`config.mk`:
```
export PLATFORM = sky130hd
export DESIGN_NAME = thsup_top
export DESIGN_NICKNAME = d
export VERILOG_FILES = /design/src/rtl/thsup_pkg.sv /design/src/rtl/thsup_vote_filter.sv /design/src/rtl/thsup_bat_chan.sv /design/src/rtl/thsup_irq_latch.sv /design/src/rtl/thsup_top.sv
export SDC_FILE = /design/constraint.sdc
export NUM_CORES = 1
export LEC_CHECK = 0
export BUFFER_PORTS_ARGS = -buffer_cell sky130_fd_sc_hd__buf_2
export CAP_MARGIN = 20
export CORE_AREA = 2 2 39 41
export CTS_CLUSTER_DIAMETER = 50
export DETAILED_ROUTE_END_ITERATION = 6
export DIE_AREA = 0 0 41 43
export PLACE_DENSITY = 0.55
export SYNTH_ARGS = -nofsm -noshare
export SYNTH_HDL_FRONTEND = slang
export SYNTH_SLANG_ARGS = --single-unit
```
`constraint.sdc`:
```
create_clock -name clk -period 1.8 [get_ports clk]
set_input_delay 0.09 -clock clk [delete_from_list [all_inputs] [get_ports clk]]
set_output_delay 0.09 -clock clk [all_outputs]
set_load 0.03 [all_outputs]
```
`src/rtl/thsup_pkg.sv`:
```
package thsup_pkg;

    typedef struct packed {
        logic die_hot;
        logic bat_block;
    } thsup_status_t;

    localparam int unsigned STATUS_W = $bits(thsup_status_t);

    // A polled battery sample calls for "blocked" depending on the present state
    function automatic logic bat_wants_block(input logic blocked,
                                             input logic gt_ref,
                                             input logic gt_low);
        return blocked ? !gt_ref : !gt_low;
    endfunction

endpackage

```
`src/rtl/thsup_vote_filter.sv`:
```
module thsup_vote_filter #(
    parameter int unsigned DEPTH = 3,
    parameter bit          INIT  = 1'b0
) (
    input  logic clk,
    input  logic rst,
    input  logic enable,
    input  logic tick,
    input  logic sample,
    output logic state
);
    localparam int unsigned CW = (DEPTH > 1) ? $clog2(DEPTH) : 1;

    logic state_q, state_d;
    logic differs;

    assign differs = (sample != state_q);
    assign state   = state_q;

    generate
        if (DEPTH <= 1) begin : g_direct
            always_comb begin
                state_d = state_q;
                if (enable && tick && differs)
                    state_d = sample;
            end
        end else begin : g_count
            logic [CW-1:0] run_q, run_d;
            always_comb begin
                state_d = state_q;
                run_d   = run_q;
                if (!enable) begin
                    run_d = '0;
                end else if (tick) begin
                    if (!differs) begin
                        run_d = '0;
                    end else if (run_q == CW'(DEPTH - 1)) begin
                        state_d = sample;
                        run_d   = '0;
                    end else begin
                        run_d = run_q + 1'b1;
                    end
                end
            end
            always_ff @(posedge clk) begin
                if (rst) run_q <= '0;
                else     run_q <= run_d;
            end
        end
    endgenerate

    always_ff @(posedge clk) begin
        if (rst) state_q <= INIT;
        else     state_q <= state_d;
    end
endmodule

```
`src/rtl/thsup_bat_chan.sv`:
```
module thsup_bat_chan
    import thsup_pkg::*;
#(
    parameter int unsigned DEPTH = 3
) (
    input  logic clk,
    input  logic rst,
    input  logic enable,
    input  logic tick,
    input  logic gt_ref,
    input  logic gt_low,
    output logic blocked
);
    logic vote;

    assign vote = bat_wants_block(blocked, gt_ref, gt_low);

    thsup_vote_filter #(.DEPTH(DEPTH), .INIT(1'b0)) u_filt (
        .clk    (clk),
        .rst    (rst),
        .enable (enable),
        .tick   (tick),
        .sample (vote),
        .state  (blocked)
    );
endmodule

```
`src/rtl/thsup_irq_latch.sv`:
```
module thsup_irq_latch (
    input  logic clk,
    input  logic rst,
    input  logic flag,
    input  logic ack,
    output logic irq
);
    logic flag_prev_q;
    logic irq_q;
    logic set_evt;

    assign set_evt = flag && !flag_prev_q;
    assign irq     = irq_q;

    always_ff @(posedge clk) begin
        if (rst) begin
            flag_prev_q <= 1'b0;
            irq_q       <= 1'b0;
        end else begin
            flag_prev_q <= flag;
            if (set_evt)  irq_q <= 1'b1;
            else if (ack) irq_q <= 1'b0;
        end
    end
endmodule

```
`src/rtl/thsup_top.sv`:
```
module thsup_top
    import thsup_pkg::*;
#(
    parameter int unsigned VOTE_DEPTH = 3
) (
    input  logic                clk,
    input  logic                rst,
    input  logic                poll_tick,
    input  logic                mode_fast_chg,
    input  logic                mode_trickle_chg,
    input  logic                mode_active,
    input  logic                bat_gt_ref,
    input  logic                bat_gt_low,
    input  logic                die_over,
    input  logic                irq_ack,
    output logic                charge_en,
    output logic [STATUS_W-1:0] status,
    output logic                irq
);
    thsup_status_t st;
    logic          bat_on;

    assign bat_on = mode_fast_chg || mode_trickle_chg;

    thsup_bat_chan #(.DEPTH(VOTE_DEPTH)) u_bat (
        .clk     (clk),
        .rst     (rst),
        .enable  (bat_on),
        .tick    (poll_tick),
        .gt_ref  (bat_gt_ref),
        .gt_low  (bat_gt_low),
        .blocked (st.bat_block)
    );

    thsup_vote_filter #(.DEPTH(VOTE_DEPTH), .INIT(1'b0)) u_die (
        .clk    (clk),
        .rst    (rst),
        .enable (mode_active),
        .tick   (poll_tick),
        .sample (die_over),
        .state  (st.die_hot)
    );

    thsup_irq_latch u_irq (
        .clk  (clk),
        .rst  (rst),
        .flag (st.die_hot),
        .ack  (irq_ack),
        .irq  (irq)
    );

    assign status    = st;
    assign charge_en = !st.bat_block;
endmodule

```
==> results of run 1 <==
[placed cells by master, fill, tap and decap left out]
cell type	count
o21ba_2	1
o32ai_1	1
nand4b_1	1
nor2b_1	2
nand2_1	1
a21oi_1	3
clkbuf_4	3
o31ai_1	3
mux2i_1	1
o41ai_1	1
inv_1	3
nand2b_1	3
dfxtp_1	8
nand3b_1	4
buf_2	13
or4b_1	1
nand2_2	1
nor2_1	3
nand3_1	2
xor2_1	1
[how the worst max path moves through the flow]
stage | endpoint | slack, ns
6_report | u_bat.u_filt.state$_SDFFE_PP0P_ | 0.67
5_1_grt | u_bat.u_filt.state$_SDFFE_PP0P_ | 0.59
4_1_cts | u_bat.u_filt.state$_SDFFE_PP0P_ | 0.66
3_5_place_dp | u_bat.u_filt.state$_SDFFE_PP0P_ | 0.67
3_3_place_gp | u_bat.u_filt.state$_SDFFE_PP0P_ | 0.68
2_1_floorplan | u_bat.u_filt.state$_SDFFE_PP0P_ | 0.71
[report_power, final]
| group | leakage (nW) | internal [mW] | switching [mW] |
|---|---|---|---|
| Clock | 0.0138 | 0.0765 | 0.0640 |
| Sequential | 0.0647 | 0.179 | 0.00230 |
| Combinational | 0.115 | 0.0153 | 0.0153 |
[cell type report]
| cell class | instances | area share, % |
|---|---|---|
| timing repair buffer | 13 | 13.7 |
| clock buffer | 3 | 4.75 |
| inverter | 3 | 2.37 |
| multi-input combinational | 29 | 41.2 |
| tap | 16 | 4.22 |
| sequential | 8 | 33.8 |
[synth_stat cells]
library cell	n
nor2b_1	2
o41ai_1	1
o21ba_2	1
xor2_1	1
nand3_1	2
o32ai_1	1
nand2b_1	3
inv_1	3
nand4b_1	1
o31ai_1	3
or4b_1	1
mux2i_1	1
dfxtp_1	8
nand2_2	1
buf_6	1
nor2_1	3
nand2_1	1
nand3b_1	4
a21oi_1	3
buf_4	2
[metal layers]
metal  part of all wire, %  vias to the layer above
met3                   7.7                        2
met4                   1.4                        0
met5                     0                        -
li1                      -                      177
met1                    43                      158
met2                    48                       10
[state kept, by name (all words and copies together) (netlist names)]
signal,cells
u_bat.u_filt.g_count.run_q,2
u_bat.u_filt.state,1
u_die.g_count.run_q,2
u_die.state,1
u_irq.flag_prev_q,1
u_irq.irq,1
[cell families after synthesis]
group	synth area share [%]
xor gates and xnor gates	2.23
muxes	2.55
AOI/OAI and AO/OA	16.6
buffers and inverters	9.55
DFF	40.8
and+or+nand+nor	28.3
==> metrics.md, run 1 <==
| Metric | Value |
|---|---|
| IO buf count | 13 |
| CTS tree | yes |
| Worst r2r src | u_bat.u_filt.g_count.run_q[1]$_SDFFE_PP0P_ |
| Final count of negative-setup-slack endpoints | 0 |
| Core Region | 1380 um^2 |
| Die X | 41 um |
| First DRT Iteration DRCs | 1 |
| Routed Antenna Nets | 0 |
| Worst skew pair latency | 0.26 ns |
| Cells after synthesis | 43 |
| Tot GR Track Use | 10.3% |
| Crit path from | u_bat.u_filt.g_count.run_q[1]$_SDFFE_PP0P_ |
| Post-route setup TNS | 0 ns |
| Buf+Inv Stages, Crit Path | 0 |
| Clock sink count | 8 |
| R2R cell count | 3 |
| Post-synthesis sequential area ratio | 40.8% |
| Worst path top cell family by delay | simple AND/OR/NAND/NOR gates |
| Rows | 14 |
| CP max-delay cell | or4b_1 |
| Worst-margin pin slew | 0.294 ns |
| Die area | 1760 um^2 |
| Unrepaired setup endpoints after global routing | false |
| Crit-path max FO | 4 |
| Synth unique cells | 20 |
| CP Launch Type | register |
| Fmax | 881 MHz |
| Headroom to the max-slew limit | 80.2% |
| Fin Hold WS | 0.0767 ns |
| Per-cell routed wire length | 9.89 um |
| Fin. Hold Viols | 0 |
| R2r endpoint | u_bat.u_filt.state$_SDFFE_PP0P_ |
| Power density over the cells | 744 nW/um^2 |
| Post CTS Setup Buffer Count | 0 |
| Post-Route Skew | 0.00747 ns |
| Antenna cells | 0 |
| Post-synthesis cell area | 393 um^2 |
| Crit-path cells | nand2_2 -> or4b_1 -> a21oi_1 |
| Global-route wire length before repair | 1110 um |
| Tmin final | 1.13 ns |
| Sequential Area | 160 um^2 |
| Max-cap violations | 0 |
| Syn_nets | 53 |
| Dominant cells by area after synthesis | dfxtp_1, nand3b_1, o31ai_1 |
| Layout cells sized above 1 | 32.1% |
| First-pass iteration count of the detailed router | 2 |
| M1 GR Usage | 8.77% |
| Starting Density | 28.4% |
| Post-DR vias/cell | 4.82 |
| Worst Path Required | 1.99 ns |
| Initial antenna violation count | 0 |
| Total grt overflow | 0 |
| H-tree depth | 1 |
| Syn avg cell area | 9.14 um^2 |
| Cts bufs inserted | 3 |
| Ys Warns | 0 |
| Clk slew on worst S/H paths | 0.06 ns |
| CP Capture Type | register |
| GRT met2 Usage | 15.0% |
| Hold Buf Count CTS | 0 |
| Crit Path Class | reg2reg |
| VDD IR max | 357 uV |
| Tot Pwr | 353 uW |
| CTS resizes | 0 |
| Fillers | 151 |
| Final wirelength | 712 um |
| Fin nets | 68 |
| Pleak | 0.194 nW |
| Period Utilization, post-route | 63.0% |
| Met3 GRT Util | 6.28% |
| Final cell count without fillers | 72 |
| Dpl cells | 69 |
| Boundary Pins | 14 |
| Slew Viols, Final | 0 |
| Vias in the first global route | 301 |
| Area Growth Syn to Fin | 20.7% |
| Place WS | 0.668 ns |
| Hold Path End | u_bat.u_filt.state$_SDFFE_PP0P_ |
| Status | finished, final reports clean |
| Die Y | 43 um |
| Finished Cell Area | 474 um^2 |
| Synth Register Bits | 8 |
| Via count | 347 |
| Largest net degree at the start of global routing | 10 |
| Post-DP Area | 452 um^2 |
| Area leader, netlist | dfxtp_1 |
| CP peak stage delay | 0.49 ns |
| CP Depth | 3 |
| Max clock buf depth | 2 |
| DRC viols | 0 |
| Area of the multi-input gates | 195 um^2 |
| Clock Root Buffer | clkbuf_4 |
| Post-layout util | 34.3% |
| Hold Crit Start | rst |
| Hold/Removal Path Class | in2reg |
| Setup ws final | 0.665 ns |
| Flop-to-flop setup slack | 0.67 ns |
| CP arrival | 1.33 ns |
| Grt peak-use layer | met2 |
| Placer Congestion | 0.661 |
| Final HPWL DP | 549 um |
| Synth top area share | 40.8% |
| WHS Path Cells | 2 |
Power figures use the tool's default switching activity.
==> run 2, diff against run 1 <==
--- a/config.mk
+++ b/config.mk
@@ -5,6 +5,7 @@
 export SDC_FILE = /design/constraint.sdc
 export NUM_CORES = 1
 export LEC_CHECK = 0
+export ABC_AREA = 1
 export BUFFER_PORTS_ARGS = -buffer_cell sky130_fd_sc_hd__buf_2
 export CAP_MARGIN = 20
 export CORE_AREA = 2 2 39 41
==> constraint.sdc (replaced) <==
create_clock -name clk -period 1.1 [get_ports clk]
set_input_delay 0.055 -clock clk [delete_from_list [all_inputs] [get_ports clk]]
set_output_delay 0.055 -clock clk [all_outputs]
set_load 0.03 [all_outputs]
==> metrics.md, run 2 <==
| Metric | Value |
|---|---|
| Status | finished, final reports clean (unchanged) |
| Per-cell routed wire length | 8.64 um (was 9.89 um) |
| Largest net degree at the start of global routing | 7 (was 10) |
| Cts bufs inserted | 3 (unchanged) |
| Fin nets | 83 (was 68) |
| Buf+Inv Stages, Crit Path | 1 (was 0) |
| Total grt overflow | 0 (unchanged) |
| Crit Path Class | reg2out (was reg2reg) |
| Pint | 448 uW (was 271 uW) |
| Max-cap violations | 0 (unchanged) |
| Post-synthesis cell area | 395 um^2 (was 393 um^2) |
| VDD IR max | 480 uV (was 357 uV) |
| Max clock buf depth | 2 (unchanged) |
| Starting Density | 28.6% (was 28.4%) |
| Die X | 41 um (unchanged) |
| Fmax | 1070 MHz |
| Clock sink count | 8 (unchanged) |
| Layout cells sized above 1 | 31.0% (was 32.1%) |
| Crit-path cells | buf_2 (was nand2_2 -> or4b_1 -> a21oi_1) |
| First-pass iteration count of the detailed router | 4 (was 2) |
| Slew Viols, Final | 0 (unchanged) |
| NetSw | 133 uW (was 81.6 uW) |
| Worst skew pair latency | 0.25 ns (was 0.26 ns) |
| Top Registers | u_bat.u_filt.g_count.run_q (2), u_die.g_count.run_q (2) (unchanged) |
| Worst Path Required | 1.04 ns (was 1.99 ns) |
| Vias in the first global route | 319 (was 301) |
| Tot GR Track Use | 10.4% (was 10.3%) |
| Hold Buf Count CTS | 0 (unchanged) |
| Post-route setup TNS | 0 ns (unchanged) |
| Unrepaired setup endpoints after global routing | false (unchanged) |
| Rows | 14 (unchanged) |
| Worst-margin pin slew | 0.190 ns (was 0.294 ns) |
| Syn avg cell area | 7.06 um^2 (was 9.14 um^2) |
| Power density over the cells | 1170 nW/um^2 (was 744 nW/um^2) |
| Final count of negative-setup-slack endpoints | 0 (unchanged) |
| Post-DR vias/cell | 4.40 (was 4.82) |
| Post-synthesis sequential area ratio | 40.5% (was 40.8%) |
| Clock share of power | 37.7% (was 39.8%) |
| Via count | 383 (was 347) |
| Initial antenna violation count | 0 (unchanged) |
| Period Utilization, post-route | 85.3% |
| Synth top area share | 40.5% (was 40.8%) |
| Fin Hold WS | 0.0149 ns (was 0.0767 ns) |
| Routed Antenna Nets | 0 (unchanged) |
| Placer Congestion | 0.622 (was 0.661) |
| CP arrival | 0.88 ns (was 1.33 ns) |
| CP peak stage delay | 0.41 ns (was 0.49 ns) |
| Most frequent cell after synthesis | nand2_1 (was dfxtp_1) |
| Boundary Pins | 14 (unchanged) |
| First DRT Iteration DRCs | 3 (was 1) |
| CTS resizes | 0 (unchanged) |
| Post-Route Skew | 0.00626 ns (was 0.00747 ns) |
| Post CTS Setup Buffer Count | 0 (unchanged) |
| Clock Root Buffer | clkbuf_4 (unchanged) |
| Sequential Power Share | 51.7% (was 51.5%) |
| Synth unique cells | 16 (was 20) |
| Antenna cells | 0 (unchanged) |
| Area Growth Syn to Fin | 25.9% (was 20.7%) |
| Combinational power share | 10.7% (was 8.7%) |
| Dominant cells by area after synthesis | dfxtp_1, nand2_1, inv_1 (was dfxtp_1, nand3b_1, o31ai_1) |
| Synth Flop Type | dfxtp_1 (unchanged) |
| CP Capture Type | output pin (was register) |
| Hold/Removal Path Class | in2reg (unchanged) |
| H-tree depth | 1 (unchanged) |
| Area leader, netlist | dfxtp_1 (unchanged) |
| Most frequent cells in the layout | buf_2, nand2_1, inv_1 (was buf_2, dfxtp_1, nand3b_1) |
| Fin. Hold Viols | 0 (unchanged) |
| Worst path top cell family by delay | flip-flops (was simple AND/OR/NAND/NOR gates) |
| Post-synth EDFFs | 0 (unchanged) |
| Synth Register Bits | 8 (unchanged) |
| Tmin final | 0.938 ns |
| Pleak | 0.234 nW (was 0.194 nW) |
| IO buf count | 13 (unchanged) |
| Headroom to the max-slew limit | 87.3% (was 80.2%) |
| Clk slew on worst S/H paths | 0.05 ns (was 0.06 ns) |
| CP max-delay cell | dfxtp_1 (was or4b_1) |
| Core Region | 1380 um^2 (unchanged) |
| Post-synth top cells | nand2_1, inv_1, dfxtp_1, a21oi_1, nor2_1 (was dfxtp_1, nand3b_1) |
| Most common cell after layout, fill and taps aside | buf_2 (unchanged) |
| Async S/R FF share, synth | 0% (unchanged) |
| CP Launch Type | register (unchanged) |
| Syn_nets | 66 (was 53) |
| CTS tree | yes (unchanged) |
| Die Y | 43 um (unchanged) |
| Ys Warns | 0 (unchanged) |
| Final HPWL DP | 590 um (was 549 um) |
| Global-route wire length before repair | 1190 um (was 1110 um) |
| Cells after synthesis | 56 (was 43) |
| Die area | 1760 um^2 (unchanged) |
| DRC viols | 0 (unchanged) |
| Final wirelength | 752 um (was 712 um) |
| Switching fraction of total power | 22.9% (was 23.1%) |
| Crit-path max FO | 6 (was 4) |
## run 2: cell count changes after synthesis, moves of 2 or more
cell	change
nand2b_1	-3
inv_1	+7
o31ai_1	-3
nor2b_1	-2
nand3b_1	-2
nand2_1	+10
nor2_2	+3
a21oi_1	+2
nor2_1	+2
## run 2: path summary, 6_finish.rpt
kind	slack (ns)	cells after the start	endpoint	startpoint
worst min-delay path	0.01	2	u_bat.u_filt.state$_SDFFE_PP0P_	rst
worst max register to register	0.23	5	u_bat.u_filt.state$_SDFFE_PP0P_	u_bat.u_filt.g_count.run_q[1]$_SDFFE_PP0P_
worst min register to register	0.42	1	u_irq.irq$_SDFFE_PP0P_	u_irq.flag_prev_q$_SDFF_PP0_
worst max-delay path	0.16	1	status[0]	u_bat.u_filt.state$_SDFFE_PP0P_
## run 2: final cells by class
class | instances | area [um^2]
inverters | 11 | 41.3
clock buffers | 3 | 22.5
well taps | 16 | 20.0
fillers | 161 | 886
flip-flops and latches | 8 | 160
multi-input cells | 35 | 179
repair buffers | 14 | 75.1
## run 2: power groups by stage
| stage | registers, mW | logic [mW] | clock network [mW] |
|---|---|---|---|
| after detailed placement | 0.306 | 0.0595 | 0 |
| after global placement | 0.306 | 0.0592 | 0 |
| after floorplan | 0.306 | 0.0326 | 0 |
| after CTS | 0.300 | 0.0602 | 0.227 |
| after global routing | 0.301 | 0.0713 | 0.247 |
| final | 0.300 | 0.0619 | 0.219 |
## run 2: logic make-up (layout without fill, tap and decap cells)
| group | count (synthesis) | count (layout) | share of synthesized area [%] |
|---|---|---|---|
| AND/OR/NAND/NOR | 25 | 25 | 30.1 |
| buffers and inverters | 13 | 28 | 14.2 |
| flip-flops | 8 | 8 | 40.5 |
| AO/OA/AOI/OAI | 10 | 10 | 15.2 |
## run 2: worst reg2reg max path, stage by stage (launching register included)
cell and delay [ns]:
dfxtp_1 0.36, nand2_1 0.08, nor2_2 0.12, nand3_1 0.08, nand2_1 0.08, a21oi_2 0.05
## run 2: stage by stage
stage	worst slack [ns]	instance area [um^2]	cells	total power, mW	utilization [%]
3_5_place_dp	0.233	465	83	0.366	33.6
4_1_cts	0.159	488	86	0.587	35.3
6_report	0.162	498	87	0.581	36.0
2_1_floorplan	0.278	395	56	0.339	-
3_3_place_gp	0.227	465	83	0.365	33.6
5_1_grt	0.0979	498	87	0.619	36.0
## run 2: per-layer routing
layer  GRT usage (%)  up-vias  share of wire (%)
met3            3.14        2                9.2
met2            12.8       13                 41
met1            13.3      163                 48
met5               0        -                  0
met4            10.0        0                1.3
li1                -      205                  -
